**config.mk**
```make
export PLATFORM = sky130hd
export DESIGN_NAME = lin_rx_err_unit
export DESIGN_NICKNAME = d
export VERILOG_FILES = /design/src/rtl/lin_err_pkg.sv /design/src/rtl/pid_parity_chk.sv /design/src/rtl/sticky_flag_bank.sv /design/src/rtl/rx_byte_buffer.sv /design/src/rtl/lin_rx_err_unit.sv
export SDC_FILE = /design/constraint.sdc
export NUM_CORES = 1
export LEC_CHECK = 0
export BUFFER_PORTS_ARGS = -buffer_cell sky130_fd_sc_hd__buf_2
export CORE_UTILIZATION = 25
export DETAILED_ROUTE_END_ITERATION = 16
export PLACE_DENSITY = 0.57
export SKIP_LAST_GASP = 1
export SLEW_MARGIN = 40
export SYNTH_ARGS = -nofsm -noshare
export SYNTH_HDL_FRONTEND = slang
export SYNTH_HIERARCHICAL = 1
export SYNTH_SLANG_ARGS = --single-unit
```
**constraint.sdc**
```tcl
create_clock -name clk -period 2.9 [get_ports clk]
set_input_delay 0.87 -clock clk [delete_from_list [all_inputs] [get_ports clk]]
set_output_delay 0.87 -clock clk [all_outputs]
set_load 0.05 [all_outputs]
```
**src/rtl/lin_err_pkg.sv**
```systemverilog
package lin_err_pkg;

    localparam int NFLAG = 8;
    localparam int DW    = 8;

    typedef enum logic [2:0] {
        F_FULL  = 3'd0,
        F_NOISE = 3'd1,
        F_OVR   = 3'd2,
        F_FRM   = 3'd3,
        F_PAR   = 3'd4,
        F_DELIM = 3'd5,
        F_SYNCH = 3'd6,
        F_CKS   = 3'd7
    } flag_idx_e;

    localparam logic [1:0] K_RESP  = 2'd0;
    localparam logic [1:0] K_SYNCH = 2'd1;
    localparam logic [1:0] K_PID   = 2'd2;

    typedef enum logic {
        BUF_EMPTY = 1'b0,
        BUF_FULL  = 1'b1
    } buf_state_e;

endpackage

```
**src/rtl/pid_parity_chk.sv**
```systemverilog
module pid_parity_chk (
    input  logic [7:0] pid_i,
    output logic       bad_o
);
    logic p0_exp;
    logic p1_exp;

    always_comb begin
        p0_exp = pid_i[0] ^ pid_i[1] ^ pid_i[2] ^ pid_i[4];
        p1_exp = ~(pid_i[1] ^ pid_i[3] ^ pid_i[4] ^ pid_i[5]);
        bad_o  = (pid_i[6] != p0_exp) || (pid_i[7] != p1_exp);
    end
endmodule

```
**src/rtl/sticky_flag_bank.sv**
```systemverilog
module sticky_flag_bank #(
    parameter int N = 7
) (
    input  logic         clk,
    input  logic         rst_n,
    input  logic [N-1:0] set_i,
    input  logic [N-1:0] clr_i,
    output logic [N-1:0] flags_o
);
    for (genvar k = 0; k < N; k++) begin : g_flag
        always_ff @(posedge clk or negedge rst_n) begin
            if (!rst_n) begin
                flags_o[k] <= 1'b0;
            end else if (set_i[k]) begin
                flags_o[k] <= 1'b1;
            end else if (clr_i[k]) begin
                flags_o[k] <= 1'b0;
            end
        end

        p_sticky_r10: assert property (@(posedge clk) disable iff (!rst_n)
            (flags_o[k] && !clr_i[k]) |=> flags_o[k])
            else $error("flag %0d dropped without clear", k);

        p_w1c_r10: assert property (@(posedge clk) disable iff (!rst_n)
            (clr_i[k] && !set_i[k]) |=> !flags_o[k])
            else $error("flag %0d survived clear", k);

        p_set_wins_r10: assert property (@(posedge clk) disable iff (!rst_n)
            set_i[k] |=> flags_o[k])
            else $error("flag %0d set lost", k);
    end
endmodule

```
**src/rtl/rx_byte_buffer.sv**
```systemverilog
module rx_byte_buffer
    import lin_err_pkg::*;
#(
    parameter int W = DW
) (
    input  logic         clk,
    input  logic         rst_n,
    input  logic         wr_i,
    input  logic [W-1:0] data_i,
    input  logic         lock_i,
    input  logic         clr_full_i,
    output logic         full_o,
    output logic         ovr_o,
    output logic [W-1:0] data_o
);
    buf_state_e state_q;
    buf_state_e state_d;
    logic       load;

    // state register
    always_ff @(posedge clk or negedge rst_n) begin
        if (!rst_n) state_q <= BUF_EMPTY;
        else        state_q <= state_d;
    end

    // transitions: LOAD, OVERRUN, RELEASE
    always_comb begin
        state_d = state_q;
        unique case (state_q)
            BUF_EMPTY: if (wr_i) state_d = BUF_FULL;
            BUF_FULL: begin
                if (wr_i)            state_d = BUF_FULL;
                else if (clr_full_i) state_d = BUF_EMPTY;
            end
        endcase
    end

    // outputs
    always_comb begin
        full_o = (state_q == BUF_FULL);
        ovr_o  = wr_i && (state_q == BUF_FULL);
        load   = wr_i && ((state_q == BUF_EMPTY) || !lock_i);
    end

    always_ff @(posedge clk or negedge rst_n) begin
        if (!rst_n)    data_o <= '0;
        else if (load) data_o <= data_i;
    end

    p_lock_keep_r9: assert property (@(posedge clk) disable iff (!rst_n)
        (wr_i && full_o && lock_i) |=> $stable(data_o))
        else $error("locked buffer overwritten");

    p_load_empty_r8: assert property (@(posedge clk) disable iff (!rst_n)
        (wr_i && !full_o) |=> (full_o && data_o == $past(data_i)))
        else $error("empty buffer did not load");

    p_overwrite_r9: assert property (@(posedge clk) disable iff (!rst_n)
        (wr_i && full_o && !lock_i) |=> (data_o == $past(data_i)))
        else $error("unlocked overrun did not overwrite");
endmodule

```
**src/rtl/lin_rx_err_unit.sv**
```systemverilog
module lin_rx_err_unit
    import lin_err_pkg::*;
#(
    parameter int CNT_W = 16
) (
    input  logic             clk,
    input  logic             rst_n,
    input  logic             cksum_done_i,
    input  logic [7:0]       cksum_rx_i,
    input  logic [7:0]       cksum_calc_i,
    input  logic             cksum_calc_dis_i,
    input  logic             cksum_field_dis_i,
    input  logic             synch_err_i,
    input  logic             delim_done_i,
    input  logic [CNT_W-1:0] delim_len_i,
    input  logic [CNT_W-1:0] bit_time_i,
    input  logic             pid_valid_i,
    input  logic [7:0]       pid_i,
    input  logic             byte_valid_i,
    input  logic [7:0]       byte_i,
    input  logic [1:0]       byte_kind_i,
    input  logic             stop_ok_i,
    input  logic             noise_i,
    input  logic             slave_mode_i,
    input  logic             buf_lock_i,
    input  logic             hdr_irq_en_i,
    input  logic [7:0]       clr_i,
    output logic [7:0]       flags_o,
    output logic [7:0]       rx_data_o,
    output logic             hdr_irq_o
);
    localparam int NB = NFLAG - 1;

    logic          pid_bad;
    logic          full;
    logic          ovr_evt;
    logic          resp_wr;
    logic          frm_evt;
    logic [NFLAG-1:0] set_vec;
    logic [NB-1:0] bank_q;

    pid_parity_chk u_par (
        .pid_i (pid_i),
        .bad_o (pid_bad)
    );

    always_comb begin
        resp_wr = byte_valid_i && (byte_kind_i == K_RESP);
        frm_evt = byte_valid_i && !stop_ok_i &&
                  ((byte_kind_i == K_RESP) ||
                   (slave_mode_i && ((byte_kind_i == K_SYNCH) || (byte_kind_i == K_PID))));
        set_vec          = '0;
        set_vec[F_CKS]   = cksum_done_i && (cksum_rx_i != cksum_calc_i) &&
                           !cksum_calc_dis_i && !cksum_field_dis_i;
        set_vec[F_SYNCH] = synch_err_i;
        set_vec[F_DELIM] = delim_done_i && (delim_len_i < bit_time_i);
        set_vec[F_PAR]   = pid_valid_i && pid_bad;
        set_vec[F_FRM]   = frm_evt;
        set_vec[F_OVR]   = ovr_evt;
        set_vec[F_NOISE] = byte_valid_i && noise_i;
    end

    rx_byte_buffer #(.W(DW)) u_buf (
        .clk        (clk),
        .rst_n      (rst_n),
        .wr_i       (resp_wr),
        .data_i     (byte_i),
        .lock_i     (buf_lock_i),
        .clr_full_i (clr_i[F_FULL]),
        .full_o     (full),
        .ovr_o      (ovr_evt),
        .data_o     (rx_data_o)
    );

    sticky_flag_bank #(.N(NB)) u_bank (
        .clk     (clk),
        .rst_n   (rst_n),
        .set_i   (set_vec[NFLAG-1:1]),
        .clr_i   (clr_i[NFLAG-1:1]),
        .flags_o (bank_q)
    );

    always_comb begin
        flags_o   = {bank_q, full};
        hdr_irq_o = hdr_irq_en_i &&
                    (flags_o[F_SYNCH] || flags_o[F_DELIM] || flags_o[F_PAR]);
    end

    p_cks_quiet_r2: assert property (@(posedge clk) disable iff (!rst_n)
        ((cksum_calc_dis_i || cksum_field_dis_i) && !flags_o[F_CKS]) |=> !flags_o[F_CKS])
        else $error("checksum flag set while disabled");

    p_irq_hold_r11: assert property (@(posedge clk) disable iff (!rst_n)
        (hdr_irq_o && clr_i[6:4] == 3'b000) |=> (hdr_irq_o || !hdr_irq_en_i))
        else $error("header irq dropped while flags held");

    p_ovr_full_r9: assert property (@(posedge clk) disable iff (!rst_n)
        $rose(flags_o[F_OVR]) |-> $past(full))
        else $error("overrun without full buffer");
endmodule

```
---- Word level (Yosys, flattened, before mapping) ----
Cells that the tools add are included.
cells by class
  $lt $le $gt $ge ......................... 1
  reductions and logical operators ........ 31
  mux-type cells .......................... 18
  equal/unequal tests ..................... 5
  bitwise operators ....................... 8
operators with widths
  kind                                            count
  two-way mux 1 bit                               17
  < comparator 16 bit                             1
  nonzero test 2 bit                              7
  logical AND 1 bit                               13
  != test 8 bit                                   1
  logical OR 1 bit                                6
  bitwise XOR 1 bit                               6
  logical NOT 1 bit                               4
  == test 2 x 1 -> 1 bit (second input constant)  1
  == test 2 bit (second input constant)           1
  logical NOT 2 bit                               1
  != test 1 bit                                   2
  inverter 1 bit                                  2
  case mux 1 bit (2 select lines)                 1
storage, ports and cells
  output and inout bits ................... 17
  logic and storage cells ................. 72
  bits of input ports ..................... 88
  register bits after elaboration ......... 16

---- Longest topological paths before layout ----
  word-level depth ........................ 8
  mapped depth ............................ 7
  gate-level depth less buffers ........... 7

---- Hierarchy ----
The synthesis kept the hierarchy.
by module, submodules not included
  module            seq. area each (um2)  area an instance (um2)  instances  cells an instance
  lin_rx_err_unit   0.0                   541.8                   1          75
  rx_byte_buffer    225.2                 354.1                   1          21
  sticky_flag_bank  175.2                 254.0                   1          21
  pid_parity_chk    0.0                   75.1                    1          6

---- Worst setup path before layout ----
No wires, ideal clock.
  path type ............................... input to register
  start point ............................. input port bit_time_i[7]
  end point ............................... register u_bank.flags_o[4]
  stages on the path ...................... 7
  path buffers ............................ 0
  slack ................................... 0.668 ns
  setup time .............................. 0.118 ns
  required time ........................... 2.782 ns
  arrival ................................. 2.113 ns
  cells stage by stage .................... inv_1 ha_1 and4_1 o21ai_1 or4_1 o2111a_1 a21o_1
on the way
  word-level cells in the longest chain between the ends .. 3
  elaborated cells on any way between the ends .. 4
  classes of those cells .................. order compare (1); mux (1); reduce/logical (2)
ends and longest elaborated chain
  what                                                     RTL line                RTL
  from (decl)                                              lin_rx_err_unit.sv:16   input logic [CNT_W-1:0] bit_time_i,
  < comparator 16 bit *                                    lin_rx_err_unit.sv:56   set_vec[F_DELIM] = delim_done_i && (delim_len_i < bit_time_i);
  logical AND 1 bit *                                      lin_rx_err_unit.sv:56
  via set_vec[5]                                           lin_rx_err_unit.sv:39   logic [NFLAG-1:0] set_vec;
  two-way mux 1 bit or nonzero test 2 bit (tied branches)  n/a
  to (signal, indexed assignment)                          sticky_flag_bank.sv:13  flags_o[k] <= 1'b0;
  to (signal, indexed assignment)                          sticky_flag_bank.sv:15  flags_o[k] <= 1'b1;
  to (signal, indexed assignment)                          sticky_flag_bank.sv:17  flags_o[k] <= 1'b0;
  to (decl)                                                sticky_flag_bank.sv:8   output logic [N-1:0] flags_o
The timed path passes the listed nets; every way through them passes the cells marked *.
A chain may end at the register's enable or synchronous reset.

---- Final worst setup path ----
  start point ............................. input port hdr_irq_en_i
  end point ............................... output port hdr_irq_o
on the way
  word-level cells in the longest chain between the ends .. 1
ends and longest elaborated chain
  what               RTL line               RTL
  from (decl)        lin_rx_err_unit.sv:26  input logic hdr_irq_en_i,
  logical AND 1 bit  lin_rx_err_unit.sv:85  hdr_irq_o = hdr_irq_en_i &&
  to (decl)          lin_rx_err_unit.sv:30  output logic hdr_irq_o
No other way between the ends.

==> PnR_summary.wiki <==
{| class="wikitable"
! Metric !! Value
|-
| Final worst-path setup slack || 718 ps
|-
| Buffers inserted during post-CTS setup optimization || 0
|-
| Full die area || 0.00518 mm2
|-
| Height of the die || 72.0 um
|-
| Yosys warning count || 6
|-
| Maximum fanout encountered on the critical timing path || 1
|-
| Kind of launch point of the worst setup path || primary input
|-
| Number of slew-limit violations in the final report || 0
|-
| Reg-to-reg endpoint || u_buf/data_o[1]
|-
| Antenna violations before repair || 0
|-
| Register cell area after layout || 400 um2
|-
| Setup violators final || 0
|-
| Wire length reported by the detailed router || 2780 um
|-
| Class of the most critical hold timing path || flip-flop to flip-flop
|-
| Clock Sinks || 16
|-
| Slew of the pin with the lowest slew margin || 367 ps
|-
| Unrepaired setup endpoints after global routing || false
|-
| Capture endpoint of the worst hold path || u_bank/flags_o[6]
|-
| Worst path max stage delay || 250 ps
|-
| Layout cells sized above 1 || 51.5%
|-
| Maximum number of pins on one net before global-route repair || 17
|-
| Setup CP Type || primary input to output port
|-
| Routability cong. || 0.722
|-
| Shortest clock period the worst path allows after layout || 2180 ps
|-
| Hold buffers post-CTS || 0
|-
| Net count after synthesis || 227
|-
| Final design instance area without fill || 0.00186 mm2
|-
| Total Nets Final || 335
|-
| Number of buffers and inverters on the critical path || 2
|-
| Cell family contributing the most delay on the critical path || buffers and inverters
|-
| Detailed Route Iter0 Violations || 41
|-
| Port buffer count || 104
|-
| Vias in the first global route || 1078
|-
| DP Wirelength || 2420 um
|-
| Arrival time of data at the critical path endpoint || 1310 ps
|-
| Count of flip-flops with a built-in enable after synthesis || 0
|-
| Number of nets with antenna violations after detailed routing || 0
|-
| Dominant cell type by count on the critical path || sky130_fd_sc_hd__buf_2
|-
| Register bit total from synthesis || 16
|-
| Register-to-Register Path Depth || 2
|-
| Final Hold Viols || 0
|-
| Hold Worst Slack || 469 ps
|-
| Area after DPL || 0.00182 mm2
|-
| Global-route wire length before repair || 4280 um
|-
| Most common cell in the netlist || sky130_fd_sc_hd__inv_1
|-
| Number of gates given a new drive strength after cts || 0
|-
| Final Core Density || 39.4%
|-
| Crit path max-delay cell type || sky130_fd_sc_hd__buf_2
|-
| Diode count || 0
|-
| Initial Utilization || 25.9%
|-
| WL per Instance || 9.39 um
|-
| Top cell type's share of synthesized area || 32.7%
|-
| Clock latency on the worst-skew pair || 240 ps
|-
| Average size of a mapped cell || 9.96 um2
|-
| Fin Setup TNS || 0 ps
|-
| CTS tree || done
|-
| Synth Flop Type || sky130_fd_sc_hd__dfrtp_1
|-
| Sequential fraction of the synthesis area || 32.7%
|-
| Cell breakdown of the critical path || buf_2 > o31a_1 > buf_2
|-
| Buffer type at the clock tree root || sky130_fd_sc_hd__clkbuf_8
|-
| Number of vias after detailed routing || 1204
|-
| X dimension of the die || 72.0 um
|-
| Power density of the placed cells || 415 mW/mm2
|-
| Number of maximum-capacitance violations || 0
|-
| Cell type contributing the most total cell area after synthesis || sky130_fd_sc_hd__dfrtp_1
|-
| Crit path required time || 2030 ps
|-
| Routed vias/inst || 4.07
|-
| Clk slew on worst S/H paths || 60 ps
|-
| Top cells by count, synth || sky130_fd_sc_hd__inv_1, sky130_fd_sc_hd__dfrtp_1, sky130_fd_sc_hd__ha_1
|-
| Setup Slack @ Placement || 491 ps
|-
| Startpoint of the lowest-slack hold path || u_bank/flags_o[6]
|-
| Skew final || 1.78 ps
|-
| Number of fill cells in the layout || 500
|-
| Normalized max-slew margin || 74.9%
|-
| Outcome || finished, final reports clean
|-
| Highest Clock Rate || 458 MHz
|-
| H-tree depth || 1
|-
| Number of instances on the worst hold path || 1
|-
| GRT Residual Overflow || 0
|-
| Crit end category || output port
|-
| R2R setup slack || 1650 ps
|-
| # DRC || 0
|-
| Cts bufs inserted || 3
|-
| Async set-reset flop share out of synthesis || 100%
|-
| Top cells by area in the synthesized netlist || sky130_fd_sc_hd__dfrtp_1, sky130_fd_sc_hd__ha_1, sky130_fd_sc_hd__inv_1
|-
| Count of distinct cell types in the synthesized netlist || 32
|-
| Area used by multi-input combinational logic || 723 um2
|-
| Standard cell core area || 0.00472 mm2
|-
| Final clock period utilization by the worst path || 75.2%
|-
| Maximum ir drop on the vdd rail || 0.000401 V
|-
| Layout area overhead || 52.1%
|-
| Synthesized instance count || 123
|-
| Syn Std Cell Area || 0.00122 mm2
|-
| Worst R2R Start || u_buf/full_o
|-
| Aggregate global-route resource usage || 10.5%
|-
| Leakage power || 1.12 nW
|-
| Number of rows created at floorplan || 25
|-
| First-pass iteration count of the detailed router || 4
|-
| Clk buf depth || 2
|-
| Ports || 105
|}
[worst max-delay path by stage]
stage               slack, ps  cells after the start          start                 to
floorplan                 670                      7  bit_time_i[7]  u_bank/flags_o[4]
global placement          520                      8  bit_time_i[7]  u_bank/flags_o[4]
detailed placement        490                      8  bit_time_i[7]  u_bank/flags_o[4]
CTS                       720                      3   hdr_irq_en_i          hdr_irq_o
global route              680                      8  bit_time_i[7]  u_bank/flags_o[4]
finish                    720                      3   hdr_irq_en_i          hdr_irq_o
[state kept, by name (all words and copies together) (netlist names)]
signal          count
u_buf/data_o        8
u_bank/flags_o      7
u_buf/full_o        1
[per-layer routing]
| layer | vias to the layer above | part of all wire (%) | track usage, % |
|---|---|---|---|
| met5 | - | 0 | 0 |
| met4 | 0 | 0.68 | 2.61 |
| met3 | 2 | 7.1 | 3.33 |
| li1 | 631 | - | - |
| met1 | 522 | 41 | 11.0 |
| met2 | 49 | 51 | 20.2 |
[layout by cell type, fill, tap and decap left out, drive strengths merged]
master	Yosys	layout
a21o	8	8
mux2	8	8
dfrtp	16	16
or4	1	1
and4	2	2
buf	1	104
o31ai	1	1
a21oi	8	8
and2	5	5
nand2	3	3
nor3b	1	1
o2111a	1	1
nor2	2	2
ha	16	16
mux2i	1	1
xor2	8	8
nor4	2	2
nand4	1	1
o31a	1	1
nor2b	2	2
xor3	1	1
clkbuf	0	3
a2111oi	1	1
xnor2	1	1
inv	25	25
a21boi	1	1
nand2b	1	1
o21ai	4	4
xnor3	1	1
[per-stage QoR]
stage	total power [W]	instances
final	0.000773	296
after floorplan	0.000502	123
after CTS	0.000788	296
after global routing	0.000827	296
after global placement	0.000616	293
after detailed placement	0.000619	293
[layout make-up]
| cell class | count | share of cell area, % |
|---|---|---|
| Tap cell | 67 | 4.50 |
| Sequential cell | 16 | 21.5 |
| Clock buffer | 3 | 2.22 |
| Timing Repair Buffer | 104 | 27.9 |
| Multi-Input combinational cell | 81 | 38.8 |
| Inverter | 25 | 5.04 |
[cell families after synthesis]
family	Yosys count	synth area share, %
flops	16	32.7
fa+ha+maj	16	16.3
simple gates	20	9.91
mux	9	8.17
xor+xnor	11	10.2
buf+inv	26	8.27
compound gates	25	14.4
[power breakdown]
group	internal, W	switching [W]	total (W)
registers	0.000257	0.0000186	0.000276
clock network	0.0000919	0.0000696	0.000161
logic	0.000130	0.000206	0.000336
[worst reg2reg max path, stage by stage, from the launching register on]
cell and delay, ps:
sky130_fd_sc_hd__dfrtp_1 430, sky130_fd_sc_hd__a21boi_4 330, sky130_fd_sc_hd__mux2_2 380
Power figures use the tool's default switching activity.
